===== config.mk =====
export PLATFORM = sky130hd
export DESIGN_NAME = bslice_alu
export DESIGN_NICKNAME = d
export VERILOG_FILES = /design/src/rtl/alu_pkg.sv /design/src/rtl/alu_opdec.sv /design/src/rtl/alu_slice2.sv /design/src/rtl/alu_zero_det.sv /design/src/rtl/bslice_alu.sv
export SDC_FILE = /design/constraint.sdc
export NUM_CORES = 1
export LEC_CHECK = 0
export BUFFER_PORTS_ARGS = -buffer_cell sky130_fd_sc_hd__clkbuf_2
export CAP_MARGIN = 20
export CORE_UTILIZATION = 40
export DETAILED_ROUTE_END_ITERATION = 10
export PLACE_DENSITY = 0.68
export SLEW_MARGIN = 20
export SYNTH_ARGS = -nofsm -noshare
export SYNTH_HDL_FRONTEND = slang
export SYNTH_SLANG_ARGS = --single-unit

===== constraint.sdc =====
create_clock -name vclk -period 6.55
set_clock_uncertainty 0.1 [all_clocks]
set_input_delay 0.9825 -clock vclk [all_inputs]
set_output_delay 0.9825 -clock vclk [all_outputs]
set_load 0.1 [all_outputs]

===== src/rtl/alu_pkg.sv =====
package alu_pkg;

  typedef enum logic [2:0] {
    OP_ADD  = 3'b000,
    OP_ADC  = 3'b001,
    OP_SUB  = 3'b010,
    OP_SBB  = 3'b011,
    OP_AND  = 3'b100,
    OP_OR   = 3'b101,
    OP_XOR  = 3'b110,
    OP_PASS = 3'b111
  } alu_op_e;

  typedef enum logic [1:0] {
    FN_SUM = 2'd0,
    FN_AND = 2'd1,
    FN_OR  = 2'd2,
    FN_XOR = 2'd3
  } slice_fn_e;

  typedef enum logic [1:0] {
    CI_ZERO = 2'd0,
    CI_ONE  = 2'd1,
    CI_FLAG = 2'd2
  } cin_sel_e;

  localparam int SLICE_W = 2;

endpackage


===== src/rtl/alu_opdec.sv =====
module alu_opdec
  import alu_pkg::*;
(
  input  logic [2:0] op_code,
  output slice_fn_e  fn,
  output logic       clr_a,
  output logic       inv_b,
  output cin_sel_e   cin_sel,
  output logic       keep_carry
);

  always_comb begin
    fn         = FN_SUM;
    clr_a      = 1'b0;
    inv_b      = 1'b0;
    cin_sel    = CI_ZERO;
    keep_carry = 1'b0;
    case (op_code)
      OP_ADD: begin
        cin_sel = CI_ZERO;
      end
      OP_ADC: begin
        cin_sel = CI_FLAG;
      end
      OP_SUB: begin
        inv_b   = 1'b1;
        cin_sel = CI_ONE;
      end
      OP_SBB: begin
        inv_b   = 1'b1;
        cin_sel = CI_FLAG;
      end
      OP_AND: begin
        fn         = FN_AND;
        keep_carry = 1'b1;
      end
      OP_OR: begin
        fn         = FN_OR;
        keep_carry = 1'b1;
      end
      OP_XOR: begin
        fn         = FN_XOR;
        keep_carry = 1'b1;
      end
      default: begin
        // pass: A cleared, B added to zero with no carry-in
        clr_a      = 1'b1;
        keep_carry = 1'b1;
      end
    endcase
  end

endmodule


===== src/rtl/alu_slice2.sv =====
module alu_slice2
  import alu_pkg::*;
(
  input  logic [SLICE_W-1:0] a,
  input  logic [SLICE_W-1:0] b,
  input  logic               cin,
  input  slice_fn_e          fn,
  output logic [SLICE_W-1:0] y,
  output logic               cout,
  output logic               nz
);

  logic [SLICE_W:0]   c;
  logic [SLICE_W-1:0] sum;

  always_comb begin
    c[0] = cin;
    for (int i = 0; i < SLICE_W; i++) begin
      sum[i]   = a[i] ^ b[i] ^ c[i];
      c[i+1]   = (a[i] & b[i]) | (c[i] & (a[i] ^ b[i]));
    end
  end

  always_comb begin
    case (fn)
      FN_AND:  y = a & b;
      FN_OR:   y = a | b;
      FN_XOR:  y = a ^ b;
      default: y = sum;
    endcase
  end

  assign cout = c[SLICE_W];
  assign nz   = |y;

endmodule


===== src/rtl/alu_zero_det.sv =====
module alu_zero_det #(
  parameter int N = 4
) (
  input  logic [N-1:0] nz,
  output logic         zero
);

  assign zero = ~|nz;

endmodule


===== src/rtl/bslice_alu.sv =====
module bslice_alu
  import alu_pkg::*;
#(
  parameter int SLICES = 4,
  localparam int DW = SLICE_W * SLICES
) (
  input  logic [DW-1:0] op_a,
  input  logic [DW-1:0] op_b,
  input  logic [2:0]    op_code,
  input  logic          carry_in,
  output logic [DW-1:0] result,
  output logic          carry_out,
  output logic          zero_out
);

  slice_fn_e      fn;
  logic           clr_a;
  logic           inv_b;
  cin_sel_e       cin_sel;
  logic           keep_carry;
  logic [DW-1:0]  a_eff;
  logic [DW-1:0]  b_eff;
  logic [SLICES:0] chain;
  logic [SLICES-1:0] slice_nz;

  alu_opdec u_dec (
    .op_code    (op_code),
    .fn         (fn),
    .clr_a      (clr_a),
    .inv_b      (inv_b),
    .cin_sel    (cin_sel),
    .keep_carry (keep_carry)
  );

  assign a_eff = clr_a ? '0 : op_a;
  assign b_eff = inv_b ? ~op_b : op_b;

  always_comb begin
    case (cin_sel)
      CI_ONE:  chain[0] = 1'b1;
      CI_FLAG: chain[0] = carry_in;
      default: chain[0] = 1'b0;
    endcase
  end

  for (genvar s = 0; s < SLICES; s++) begin : g_slice
    alu_slice2 u_slice (
      .a    (a_eff[s*SLICE_W +: SLICE_W]),
      .b    (b_eff[s*SLICE_W +: SLICE_W]),
      .cin  (chain[s]),
      .fn   (fn),
      .y    (result[s*SLICE_W +: SLICE_W]),
      .cout (chain[s+1]),
      .nz   (slice_nz[s])
    );
  end

  alu_zero_det #(.N(SLICES)) u_zero (
    .nz   (slice_nz),
    .zero (zero_out)
  );

  assign carry_out = keep_carry ? carry_in : chain[SLICES];

endmodule


==> flow_metrics.py <==
metrics = {
    "power_and_ir_drop": {
        "internal-power_mw": 0.0694,
        "sequentialPowerShare_pct": 0,
        "clock_power_share_pct": 0,
        "p_switching_mw": 0.162,
        "netSwitchingFraction_pct": 70.0,
        "p_per_area_mw_per_mm2": 183,
        "comb_power_share_pct": 100.0,
        "leakage_nw": 0.637,
        "max-vdd-ir-drop_mv": 0.138,
    },
    "hold_path": {
        "hold_class": "input pin to primary output",
        "worst_hold_path.num_cells": 4,
    },
    "timing": {
        "worst_pin_slew_ns": 0.547,
        "setup_viol": 0,
        "fmaxAchievable_mhz": 160,
        "hold_viol_final": 0,
        "min_period_ns": 6.23,
        "hold_ws_ns": 2.26,
        "relSlewSlack_pct": 63.7,
        "slew_violations": 0,
        "rsz0062_at_grt": "no",
        "fin_crit_sh_pct": 95.2,
        "finalSetupTns_ns": 0,
    },
    "drt": {
        "dr.pass1.iters": 4,
        "wirelength_um": 2200,
        "vias": 877,
        "drtIter0Drc": 20,
        "drc_errors": 0,
        "vias_per_cell": 5.01,
        "wire_per_inst_um": 12.6,
        "ant_nets": 0,
    },
    "finish": {
        "num-nets-final": 193,
        "layout_common_cells": "clkbuf_2 (27), inv_1 (18), ha_1 (16)",
        "antennaDiodeCount": 0,
        "final_common_cell": "clkbuf_2",
        "register_area_um2": 0,
        "fin_cells": 175,
        "area_growth_pct": 26.5,
        "final.clkbuf_count": 0,
        "drive_gt1_share_pct": 36.1,
        "seq_cell_count": 0,
    },
    "worst_setup_path": {
        "path_class": "input pin to primary output",
        "cp.arrival_ns": 5.15,
        "start_kind": "input pin",
        "crit_top_cell": "fa_1",
        "worst_setup_path_end_kind": "primary output",
        "crit_fanout": 14,
        "slowest_delay_ns": 0.55,
        "cp_cell_sequence": "clkbuf_2, nand3_2, and2_4, fa_1, inv_1, fa_1, fa_2, fa_1, inv_1, fa_1, inv_1, fa_1, fa_2, fa_1, nor2_1, nor4b_4, buf_12",
        "worstPathRequired_ns": 5.47,
        "slowest_stage": "fa_1",
    },
    "run_status": {
        "status": "completed",
    },
    "yosys": {
        "synth_cells": 119,
        "yosys_warnings": 0,
        "synth_cell_types": 35,
        "syn-num-nets": 163,
        "postSynthAreaPerCell_um2": 8.41,
        "synth_area_mm2": 0.00100,
        "yosysSeqAreaShare_pct": 0,
    },
    "grt": {
        "antenna_found_initial": 0,
        "grt_overflow": 0,
        "track_usage_pct": 17.9,
        "grt_first_pass_wirelength_um": 3730,
        "grt_max_degree": 16,
        "grt_pass1_vias": 874,
    },
    "floorplan": {
        "die_x_um": 52.0,
        "core_area_mm2": 0.00228,
        "die_y_um": 52.0,
        "io_pins": 30,
        "die_area_mm2": 0.00271,
        "fp-row-count": 17,
        "start_util_pct": 44.0,
    },
    "place": {
        "portBuffers": 30,
        "placedCellCount": 175,
        "gp_congestion": 0.906,
        "dpl.hpwl_um": 1880,
    },
    "clock_tree": {
        "cts_setup_buffers": 0,
        "cts_resized": 0,
        "cts_hold_buf": 0,
    },
    "flow_run": {
        "cap_violations": 0,
    },
}
-- metal layers --
layer / vias to the layer above / GRT usage [%] / routed length (um)
met5: - / 0 / 0
met4: 0 / 3.15 / 0
met3: 0 / 1.17 / 75
met2: 24 / 31.6 / 1080
met1: 395 / 23.8 / 1040
li1: 458 / - / -
-- power groups by stage --
stage / combinational (mW) / clock [mW] / sequential (mW)
after floorplan: 0.186 / 0 / 0
after global placement: 0.228 / 0 / 0
after detailed placement: 0.231 / 0 / 0
after CTS: 0.232 / 0 / 0
after global routing: 0.248 / 0 / 0
final: 0.231 / 0 / 0
-- cells by family (layout without fill, tap and decap cells) --
logic type                 count (synthesis)  after routing  synth area share (%)
and+or+nand+nor                           28             28                  16.1
buffers and inverters                     27             55                  12.1
adders and majority gates                 24             24                  36.0
AOI/OAI and AO/OA                         23             23                  18.0
muxes                                      9              9                  10.7
xor gates and xnor gates                   8              8                  7.00
-- layout make-up --
type | instances | area, um2
fillers | 219 | 1010
inverters | 21 | 78.8
multi-input cells | 92 | 927
well taps | 28 | 35.0
repair buffers | 34 | 225
-- final timing paths --
kind	start	slack [ns]	to
setup / recovery	op_code[0]	0.32	zero_out
hold / removal	carry_in	2.26	carry_out
-- stage by stage --
| stage | area (um2) | power [mW] | setup WS (ns) | utilization [%] |
|---|---|---|---|---|
| after CTS | 1270 | 0.232 | 0.284 | 55.6 |
| final | 1270 | 0.231 | 0.316 | 55.6 |
| after global routing | 1270 | 0.248 | 0.0712 | 55.6 |
| after global placement | 1270 | 0.228 | 0.367 | 55.6 |
| after floorplan | 1050 | 0.186 | -0.128 | - |
| after detailed placement | 1270 | 0.231 | 0.288 | 55.6 |
-- synth_stat cells, drive strengths merged --
cell type | n | area (um2)
inv | 21 | 78.8
ha | 16 | 200
fa | 8 | 160
xnor2 | 8 | 70.1
and2 | 6 | 37.5
buf | 6 | 42.5
nand2 | 6 | 22.5
o21ai | 6 | 30.0
mux2 | 5 | 63.8
a21oi | 4 | 20.0
mux2i | 4 | 43.8
nor2 | 4 | 15.0
nor2b | 4 | 25.0
a211oi | 2 | 20.0
nand2b | 2 | 12.5
nand4b | 2 | 17.5
o211ai | 2 | 25.0
o2bb2ai | 2 | 17.5
a211o | 1 | 8.76
a221oi | 1 | 15.0
a22o | 1 | 8.76
a22oi | 1 | 7.51
a31o | 1 | 8.76
a32o | 1 | 10.0
a41oi | 1 | 8.76
nand3 | 1 | 5.00
nand4 | 1 | 6.26
nor3 | 1 | 5.00
nor4b | 1 | 15.0
-- critical path: cells and delay by family --
kind	cells	cell delay [ns]
buffers and inverters	5	0.60
adder cells (fa/ha/maj)	8	2.70
AND/OR/NAND/NOR	4	0.88
Power figures use the tool's default switching activity.
